`src/rtl/uart_stub_pkg.sv`:
```
package uart_stub_pkg;
  localparam int REG_W    = 32;
  localparam int CHAR_W   = 8;
  localparam int DECODE_W = 8;
  localparam int LATCH_BIT = 7;

  localparam logic [DECODE_W-1:0] OFS_HOLD  = 8'h00;
  localparam logic [DECODE_W-1:0] OFS_LCTL  = 8'h0C;
  localparam logic [DECODE_W-1:0] OFS_MCTL  = 8'h10;
  localparam logic [DECODE_W-1:0] OFS_LSTAT = 8'h14;

  localparam logic [REG_W-1:0] MCTL_VALUE  = 32'h0000_0003;
  localparam logic [REG_W-1:0] LSTAT_VALUE = 32'h0000_0060;

  typedef enum logic [2:0] {
    SEL_HOLD,
    SEL_LCTL,
    SEL_MCTL,
    SEL_LSTAT,
    SEL_NONE
  } reg_sel_e;
endpackage

```
`src/rtl/uart_stub_decode.sv`:
```
module uart_stub_decode
  import uart_stub_pkg::*;
(
  input  logic [DECODE_W-1:0] offset,
  output reg_sel_e            sel
);
  always_comb begin
    case (offset)
      OFS_HOLD:  sel = SEL_HOLD;
      OFS_LCTL:  sel = SEL_LCTL;
      OFS_MCTL:  sel = SEL_MCTL;
      OFS_LSTAT: sel = SEL_LSTAT;
      default:   sel = SEL_NONE;
    endcase
  end
endmodule

```
`src/rtl/uart_stub_latch.sv`:
```
module uart_stub_latch (
  input  logic clk,
  input  logic rst_n,
  input  logic load,
  input  logic load_val,
  output logic latch_on
);
  always_ff @(posedge clk or negedge rst_n) begin
    if (!rst_n)    latch_on <= 1'b0;
    else if (load) latch_on <= load_val;
  end
endmodule

```
`src/rtl/uart_stub_txgate.sv`:
```
module uart_stub_txgate
  import uart_stub_pkg::*;
(
  input  reg_sel_e          sel,
  input  logic              wr,
  input  logic              latch_on,
  input  logic [CHAR_W-1:0] byte_in,
  input  logic              sink_ready,
  output logic [CHAR_W-1:0] char_out,
  output logic              char_valid,
  output logic              wr_ready
);
  logic targets_char;

  always_comb begin
    targets_char = (sel == SEL_HOLD) && !latch_on;
    char_valid   = wr && targets_char;
    char_out     = byte_in;
    wr_ready     = !targets_char || sink_ready;
  end
endmodule

```
`src/rtl/uart_stub_readmux.sv`:
```
module uart_stub_readmux
  import uart_stub_pkg::*;
(
  input  reg_sel_e         sel,
  input  logic             rd,
  output logic [REG_W-1:0] rdata
);
  always_comb begin
    rdata = '0;
    if (rd) begin
      case (sel)
        SEL_MCTL:  rdata = MCTL_VALUE;
        SEL_LSTAT: rdata = LSTAT_VALUE;
        default:   rdata = '0;
      endcase
    end
  end
endmodule

```
`src/rtl/uart_tx_stub.sv`:
```
module uart_tx_stub
  import uart_stub_pkg::*;
#(
  parameter int ADDR_W = 32
) (
  input  logic              clk,
  input  logic              rst_n,
  input  logic [ADDR_W-1:0] bus_addr,
  input  logic              bus_wr,
  input  logic [REG_W-1:0]  bus_wdata,
  output logic              bus_wr_ready,
  input  logic              bus_rd,
  output logic [REG_W-1:0]  bus_rdata,
  output logic [CHAR_W-1:0] tx_data,
  output logic              tx_valid,
  input  logic              tx_ready
);
  reg_sel_e sel;
  logic     latch_on;
  logic     latch_load;
  logic     unused_bits;

  assign unused_bits = ^{bus_addr[ADDR_W-1:DECODE_W], bus_wdata[REG_W-1:CHAR_W]};

  uart_stub_decode u_decode (
    .offset (bus_addr[DECODE_W-1:0]),
    .sel    (sel)
  );

  assign latch_load = bus_wr && (sel == SEL_LCTL);

  uart_stub_latch u_latch (
    .clk      (clk),
    .rst_n    (rst_n),
    .load     (latch_load),
    .load_val (bus_wdata[LATCH_BIT]),
    .latch_on (latch_on)
  );

  uart_stub_txgate u_txgate (
    .sel        (sel),
    .wr         (bus_wr),
    .latch_on   (latch_on),
    .byte_in    (bus_wdata[CHAR_W-1:0]),
    .sink_ready (tx_ready),
    .char_out   (tx_data),
    .char_valid (tx_valid),
    .wr_ready   (bus_wr_ready)
  );

  uart_stub_readmux u_readmux (
    .sel   (sel),
    .rd    (bus_rd),
    .rdata (bus_rdata)
  );
endmodule

```
`config.mk`:
```
export PLATFORM = sky130hd
export DESIGN_NAME = uart_tx_stub
export DESIGN_NICKNAME = d
export VERILOG_FILES = /design/src/rtl/uart_stub_pkg.sv /design/src/rtl/uart_stub_decode.sv /design/src/rtl/uart_stub_latch.sv /design/src/rtl/uart_stub_txgate.sv /design/src/rtl/uart_stub_readmux.sv /design/src/rtl/uart_tx_stub.sv
export SDC_FILE = /design/constraint.sdc
export NUM_CORES = 1
export LEC_CHECK = 0
export BUFFER_PORTS_ARGS = -buffer_cell sky130_fd_sc_hd__buf_2
export CORE_MARGIN = 2
export CORE_UTILIZATION = 21
export DETAILED_ROUTE_END_ITERATION = 10
export PLACE_DENSITY = 0.91
export SLEW_MARGIN = 20
export SYNTH_ARGS = -nofsm -noshare
export SYNTH_HDL_FRONTEND = slang
export SYNTH_SLANG_ARGS = --single-unit
```
`constraint.sdc`:
```
create_clock -name clk -period 2 [get_ports clk]
set_input_delay 0.1 -clock clk [delete_from_list [all_inputs] [get_ports clk]]
set_output_delay 0.1 -clock clk [all_outputs]
set_load 0.005 [all_outputs]
```
# Word-level counts from Yosys, hierarchy flattened
# Index checks and enable logic that the tools add are counted.
# op_classes
eq_ne,6
muxes,3
n_reduce_logical,8
# op_table
cell,n
32-bit 2-to-1 mux,1
8-bit by 5-bit equality test with 1-bit output (second input constant),2
7-bit case mux with 2 select lines,1
3-bit case mux with 4 select lines,1
8-bit by 4-bit equality test with 1-bit output (second input constant),1
8-bit logical NOT,1
3-bit by 2-bit equality test with 1-bit output (second input constant),2
3-bit by 1-bit equality test with 1-bit output (second input constant),1
1-bit logical AND,3
3-bit logical NOT,1
1-bit logical NOT,2
1-bit logical OR,1
# word_totals
reg_bits,1
input_bits,69
wordCells,18

# Depth between registers and ports, before layout
# Gate-level depths: netlist (run 1).
# depth
ltp_word,6
mapped_depth,4

# Hierarchy
# Synthesis (run 1) repeated with hierarchy kept, for this count alone.
# unflattened
hier_cells,55
area_unflattened_um2,456.7
# by_module_without_submodules
module,instances,cells_each,area_each_um2
uart_stub_readmux,1,33,252.7
uart_stub_txgate,1,11,85.1
uart_stub_decode,1,8,66.3
uart_stub_latch,1,2,40.0
uart_tx_stub,1,1,12.5

# Worst setup path after synthesis (run 1)
# Ideal clock, no wire load.
# synth_path
path_kind,input-to-output
start,input port bus_addr[2]
end,output port tx_valid
arrival_time_ns,0.944
t_required_ns,1.900
slack_ns,0.956
stages,3
n_path_buf,0
path_cell_list,or4_4 -> nor3b_2 -> and2_1
# synth_via
elab_chain_cells,5
word_cells_on_any_way,8
# synth_rtl
element,line,text
from (decl),uart_tx_stub.sv:8,"input logic [ADDR_W-1:0] bus_addr,"
8-bit by 5-bit equality test with 1-bit output (tied with other cells),uart_stub_decode.sv:8,case (offset)
3-bit case mux with 4 select lines *,uart_stub_decode.sv:8,
3-bit logical NOT *,uart_stub_txgate.sv:16,targets_char = (sel == SEL_HOLD) && !latch_on;
1-bit logical AND *,uart_stub_txgate.sv:16,
1-bit logical AND *,uart_stub_txgate.sv:17,char_valid = wr && targets_char;
to (decl),uart_tx_stub.sv:15,"output logic tx_valid,"
# Mark *: on every way between the ends. The rest lies on a longest branch, timed or not.

# Worst setup path after layout (run 1)
# Ends and elaborated chain as after synthesis.

==> metrics, run 1 <==
Core Area 0.00178 sq mm; number of synthesized flops with an enable pin 0; Syn-to-layout area delta -10.5%; top post-synthesis cells by count buf_4 (38), and2_1 (2), nor2_1 (2), nor3_1 (2); I/O Pins 111; maxcap violations 0; Filler Cell Count 195; Crit path buffers/inverters 2; total global-route track usage 5.24%; share of post-route cells with drive strength above 1 35.9%; vias in the first global route 224; top-count cell post-synth buf_4; syn avg cell area 7.53 sq um; max reg flops 1; Cell Chain, Critical Path buf_2 > or4_4 > nor3b_2 > and2_1 > buf_2; I/O Buffers 20; RD Place Congestion 0.737; HP Class in2out; Synth cell types 14; hold slack final 200 ps; top_reg_cell synth dfrtp_1; asr flop ratio synth 100%; Die Ht 48.0 microns; Largest Register u_latch.latch_on; cell count after synthesis 54; Die W 48.0 microns; post-route setup TNS 0 ps; Ys Warns 0; DRC 0; routed vias/inst 3.25; skew final 0 ps; status complete, no violations; Setup violations, final 0; ant diodes 0; Crit-path slowest cell or4_4; CP Data Required Time 1900 ps; row cnt 15; GRT overflow 0; remaining antenna violation count 0; Total Routed Length 628 microns; Post-CTS Setup Inserts 0; Worst Path Max Fanout 3; Synth Register Bits 1; min Tclk post-route 1280 ps; first-pass iteration count of the detailed router 2; fin util 20.4%; Worst setup SP type input port; CP delay by family, top simple AND/OR/NAND/NOR gates; initial core utilization 22.8%; Tcrit/Tclk final 64.0%; via count 289; clk_lat worst skew 0 ps; Final Hold Vio Count 0; post-synth top area share 70.2%; Nets 135; Largest regs u_latch.latch_on (1); Max Slew Vio Count 0; VDD IR max 0.0986 mV; global-route wire length before repair 862 microns; static leakage 0.216 nW; largest net degree at the start of global routing 4; post-CTS resize count 0; Achievable Freq 782 MHz; die area 0.00230 sq mm; post-synthesis sequential area ratio 6.15%; RSZ-0062 raised after global routing no; Synth Cell Area 407 sq um; top post-synthesis cells by area buf_4 (70%), dfrtp_1 (6.2%), and2_1 (3.1%); cell repeated most along the worst path buf_2; DRT iter0 DRCs 1; arrival time worst endpoint 1180 ps; area leader, netlist buf_4; DPL Wire Length 588 microns; Largest stage delay, worst path 530 ps; PwrDens 162 mW/mm^2; DR WL/cell 7.06 microns; crit path kind in2out; antenna violations before repair 0; Critical Path End Type output port
cells in the final DEF, fill, tap and decap left out:
| cell type | netlist | final |
|---|---|---|
| and2_1 | 2 | 2 |
| buf_2 | 0 | 20 |
| conb_1 | 1 | 28 |
| dfrtp_1 | 1 | 1 |
| dlygate4sd3_1 | 0 | 1 |
| mux2_2 | 1 | 1 |
| nand2_1 | 1 | 1 |
| nand2b_1 | 1 | 1 |
| nand3_1 | 1 | 1 |
| nand4_1 | 1 | 1 |
| nor2_1 | 2 | 2 |
| nor3_1 | 2 | 2 |
| nor3b_2 | 1 | 1 |
| nor4_1 | 1 | 1 |
| or4_4 | 1 | 1 |
through the flow:
stage                     power, mW  instance area [sq um]  std cells  setup slack (ps)
after floorplan              0.0917                    508         81               956
after global placement       0.0558                    354         88               728
after detailed placement     0.0566                    354         88               717
after CTS                    0.0581                    364         89               717
after global routing         0.0677                    364         89               637
final                        0.0591                    364         89               721
metal layers:
layer	GRT usage [%]	part of all wire [%]	wire, microns
met5	0	0	0
met1	3.09	19	118
met3	0.755	24	150
met4	1.08	0.64	4
met2	13.6	57	355
where the power goes:
part / total (mW) / switching (mW) / leakage, nW / internal (mW)
Sequential: 0.0222 / 0.000653 / 0.0138 / 0.0216
Clock: 0 / 0 / 0 / 0
Combinational: 0.0369 / 0.0222 / 0.202 / 0.0147
Total: 0.0591 / 0.0229 / 0.216 / 0.0362
timing repair:
action / in CTS / in global routing
setup endpoints to repair: 0 / 0
hold buffers: 1 / 0
hold endpoints to repair: 1 / 0
cell families after synthesis:
| group | Yosys count | synth area share [%] |
|---|---|---|
| mux | 1 | 2.77 |
| simple gates | 13 | 20.0 |
| flops | 1 | 6.15 |
| other cells | 1 | 0.922 |
| buf+inv | 38 | 70.2 |
area by class of cell:
cell class | instances | area, sq um | share of cell area, %
multi-input cells | 42 | 198 | 54.3
well taps | 25 | 31.3 | 8.59
flip-flops and latches | 1 | 25.0 | 6.87
repair buffers | 21 | 110 | 30.2
worst paths after layout:
kind	to	start	depth (start not counted)	slack, ps
worst max-delay path	tx_valid	bus_addr[2]	5	720
worst min-delay path	tx_data[1]	bus_wdata[1]	0	200
worst max register to register	u_latch.latch_on	u_latch.latch_on	1	1250
worst min register to register	u_latch.latch_on	u_latch.latch_on	1	520
max in group asynchronous	u_latch.latch_on	rst_n	2	1490
min in group asynchronous	u_latch.latch_on	rst_n	2	430
Note: power is estimated with default switching activity, not from simulation.
==> run 2: changes to the inputs <==
CORE_UTILIZATION = 20   (was 21)
PLACE_DENSITY = 0.88   (was 0.91)
clock period = 1.3 ns   (was 2 ns; I/O delays follow)
==> run 2 against run 1 <==
  * Clock skew unchanged
  * Sequential power grew 56%
  * Utilization fell by 0.19 points
  * Largest power group unchanged
  * Total power rose by 63%
  * Worst hold slack worse by 70 ps
  * Global-route usage decreased by 1.1 points
  * Critical endpoint unchanged
==> metrics, run 2 (synthesized netlist as in run 1, its figures left out) <==
status complete, no violations; Core Area 0.00194 sq mm; post-route setup TNS 0 ps; row cnt 16; GRT overflow 0; die area 0.00241 sq mm; PwrDens 245 mW/mm^2; beginning of the worst register-to-register path u_latch.latch_on; clk_lat worst skew 0 ps; FF-to-FF setup slack 520 ps; initial core utilization 20.9%; max reg flops 1; most common cell after layout, fill and taps aside conb_1; Critical Path End Type output port; Final Hold Vio Count 0; worst reg2reg endpoint u_latch.latch_on; Achievable Freq 808 MHz; Tcrit/Tclk final 95.2%; Die Ht 49.1 microns; final instance area 393 sq um; fin util 20.2%; Worst Hold End tx_data[1]; worst reg2reg path depth 1; RD Place Congestion 0.608; Hold Crit Start bus_wdata[1]; Largest Register u_latch.latch_on; VDD IR max 0.180 mV; Hold Path Cell Cnt 0; routed vias/inst 3.00; ant diodes 0; largest net degree at the start of global routing 4; Nets 136; Die W 49.1 microns; DRT iter0 DRCs 0; min Tclk post-route 1240 ps; remaining antenna violation count 0; via count 276; Setup WS post-layout 62.6 ps; I/O Pins 111; HP Class in2out; Power, Total 0.0963 mW; dpl cell area 364 sq um; dpl cells 91; static leakage 0.226 nW; hold slack final 130 ps; Worst setup SP type input port; skew final 0 ps; Filler Cell Count 234; I/O Buffers 20; Setup violations, final 0; Total Routed Length 629 microns; post-route insts no fill 92; DPL Wire Length 592 microns; share of post-route cells with drive strength above 1 36.9%; RSZ-0062 raised after global routing no; most frequent cells in the layout conb_1 (28), buf_2 (18); Largest regs u_latch.latch_on (1); first-pass iteration count of the detailed router 1; Syn-to-layout area delta -3.38%; Worst Path Max Fanout 2; crit path kind in2out; CP Data Required Time 1240 ps; DR WL/cell 6.84 microns; Max Slew Vio Count 0; global-route wire length before repair 834 microns; Place WS 46.5 ps; maxcap violations 0; vias in the first global route 201; multi-input logic area 204 sq um; DRC 0; arrival time worst endpoint 1170 ps; antenna violations before repair 0; Register Area 25.0 sq um; total global-route track usage 4.16%
run 2: changes by cell type in the layout (fill, tap and decap cells not counted):
| cell | before | now |
|---|---|---|
| buf_4 | 0 | 1 |
| buf_2 | 20 | 18 |
| buf_6 | 0 | 2 |
| nor3b_4 | 0 | 1 |
| nor3b_2 | 1 | 0 |
run 2: how the worst max path moves through the flow:
stage	from	endpoint	slack [ps]	cells after the start
5_1_grt	bus_addr[0]	tx_valid	10	5
3_3_place_gp	bus_addr[2]	tx_valid	70	5
2_1_floorplan	bus_addr[2]	tx_valid	330	3
6_report	bus_addr[0]	tx_valid	60	5
4_1_cts	bus_addr[2]	tx_valid	40	5
3_5_place_dp	bus_addr[2]	tx_valid	50	5
run 2: power breakdown:
| part | total [mW] | internal, mW | switching, mW |
|---|---|---|---|
| Sequential | 0.0347 | 0.0332 | 0.00151 |
| Combinational | 0.0616 | 0.0274 | 0.0341 |
| Clock | 0 | 0 | 0 |
| Total | 0.0963 | 0.0606 | 0.0356 |
run 2: critical path: stages:
cell and delay, ps:
buf_6 90, or4_4 550, nor3b_4 220, and2_1 140, buf_2 100
run 2: area by class of cell:
class                   count  area share, %
repair buffers             22           33.1
multi-input cells          42           51.9
flip-flops and latches      1           6.37
well taps                  27           8.60
run 2: repair_timing:
action,in CTS,in global routing
gates resized for setup,0,3
hold endpoints to repair,1,0
setup endpoints to repair,0,1
hold buffers,1,0
setup buffers,0,0
run 2: layer usage:
| layer | share of wire [%] | track usage [%] | vias up |
|---|---|---|---|
| met5 | 0 | 0 | - |
| met4 | 0 | 0 | 0 |
| met3 | 19 | 1.23 | 0 |
| met2 | 45 | 8.11 | 33 |
| met1 | 36 | 4.64 | 112 |
| li1 | - | - | 131 |
==> run 3: changes to the inputs <==
CORE_MARGIN = 5   (was 2)
==> run 3 against run 2 <==
  * Utilization is 1.4 points lower
  * First-iteration DRC count stayed put
  * Critical path depth stayed put
  * Combinational power is 8.1% lower
  * Register-to-register slack better by 30 ps
==> metrics, run 3 (synthesized netlist as in run 1, its figures left out) <==
GRT overflow 0; total global-route track usage 3.60%; maxcap violations 0; DR WL/cell 8.18 microns; Worst Path Max Fanout 3; DRT iter0 DRCs 0; Hold Path Cell Cnt 0; arrival time worst endpoint 1160 ps; status complete, no violations; static leakage 0.216 nW; routed vias/inst 2.88; vias in the first global route 212; Final Hold Vio Count 0; global-route wire length before repair 841 microns; Achievable Freq 820 MHz; most frequent cells in the layout conb_1 (28), buf_2 (20), nor3_1 (2), nor2_1 (2), and2_1 (2); Critical Path End Type output port; Crit. Startpoint bus_addr[2]; die area 0.00303 sq mm; HP Class in2out; cell repeated most along the worst path buf_2; crit path kind in2out; ant diodes 0; final instance area 367 sq um; initial core utilization 20.9%; via count 262; FF-to-FF setup slack 550 ps; DPL Wire Length 741 microns; remaining antenna violation count 0; clk_lat worst skew 0 ps; antenna violations before repair 0; crit path to tx_valid; Filler Cell Count 244; Die W 55.1 microns; VDD IR max 0.154 mV; DRC 0; fin util 18.9%; first-pass iteration count of the detailed router 1; worst reg2reg endpoint u_latch.latch_on; dpl cell area 357 sq um; Tcrit/Tclk final 93.9%; worst reg2reg path depth 1; max reg flops 1; Largest regs u_latch.latch_on (1); share of post-route cells with drive strength above 1 35.9%; RSZ-0062 raised after global routing no; skew final 0 ps; post-route setup TNS 0 ps; Core Area 0.00194 sq mm; Largest Register u_latch.latch_on; PwrDens 247 mW/mm^2; most common cell after layout, fill and taps aside conb_1; Worst setup SP type input port; beginning of the worst register-to-register path u_latch.latch_on; I/O Pins 111; row cnt 16; CP Data Required Time 1240 ps; Setup violations, final 0; min Tclk post-route 1220 ps; Total Routed Length 744 microns; RD Place Congestion 0.567; Crit-path slowest cell or4_4; Nets 135; Die Ht 55.1 microns; Max Slew Vio Count 0; largest net degree at the start of global routing 4; I/O Buffers 20; Cell Chain, Critical Path buf_2 > or4_4 > nor3b_2 > and2_1 > buf_2; Syn-to-layout area delta -9.85%; Largest stage delay, worst path 540 ps
-- run 3: cell count changes in the layout (fill, tap and decap cells not counted), sizes merged --
cell | previous run | this run
buf | 21 | 20
-- run 3: routing by layer --
layer,GRT usage (%),routed length (microns),up-vias,part of all wire (%)
met5,0,0,-,0
li1,-,-,126,-
met2,5.71,340,29,46
met1,4.93,230,107,31
met4,0,0,0,0
met3,1.34,172,0,23
-- run 3: worst min path at each step --
| stage | from | endpoint | slack [ps] |
|---|---|---|---|
| floorplan | rst_n | u_latch.latch_on | -230 |
| global placement | rst_n | u_latch.latch_on | -160 |
| detailed placement | rst_n | u_latch.latch_on | -160 |
| CTS | bus_wdata[3] | tx_data[3] | 130 |
| global route | bus_wdata[4] | tx_data[4] | 130 |
| finish | bus_wdata[1] | tx_data[1] | 130 |
-- run 3: worst max-delay path, delay by kind of cell --
| family | cells | cell delay, ps |
|---|---|---|
| buffers and inverters | 2 | 210 |
| AND/OR/NAND/NOR | 3 | 880 |
-- run 3: power by group --
| part | switching (mW) | leakage [nW] | internal (mW) | total (mW) |
|---|---|---|---|---|
| logic | 0.0341 | 0.202 | 0.0225 | 0.0566 |
| clock network | 0 | 0 | 0 | 0 |
| registers | 0.000925 | 0.0138 | 0.0332 | 0.0341 |
| total | 0.0350 | 0.216 | 0.0557 | 0.0907 |
-- run 3: stage by stage --
stage                     total power [mW]  setup WS (ps)  std cells  hold WS [ps]
after CTS                           0.0888           66.5         91           130
after detailed placement            0.0865           70.4         90          -158
after global placement              0.0855           70.4         90          -159
after floorplan                      0.141            326         81          -231
final                               0.0907           79.9         91           130
after global routing                 0.103           14.5         91           130
-- run 3: cell type report --
cell class,instances,area [sq um],area share (%)
flip-flops and latches,1,25.0,6.83
well taps,27,33.8,9.22
multi-input cells,42,198,53.9
repair buffers,21,110,30.0
-- run 3: repair_timing --
item	4_1_cts	5_1_grt
hold buffers	1	0
setup buffers	0	0
gates resized for setup	0	0
endpoints found under the hold margin	1	0
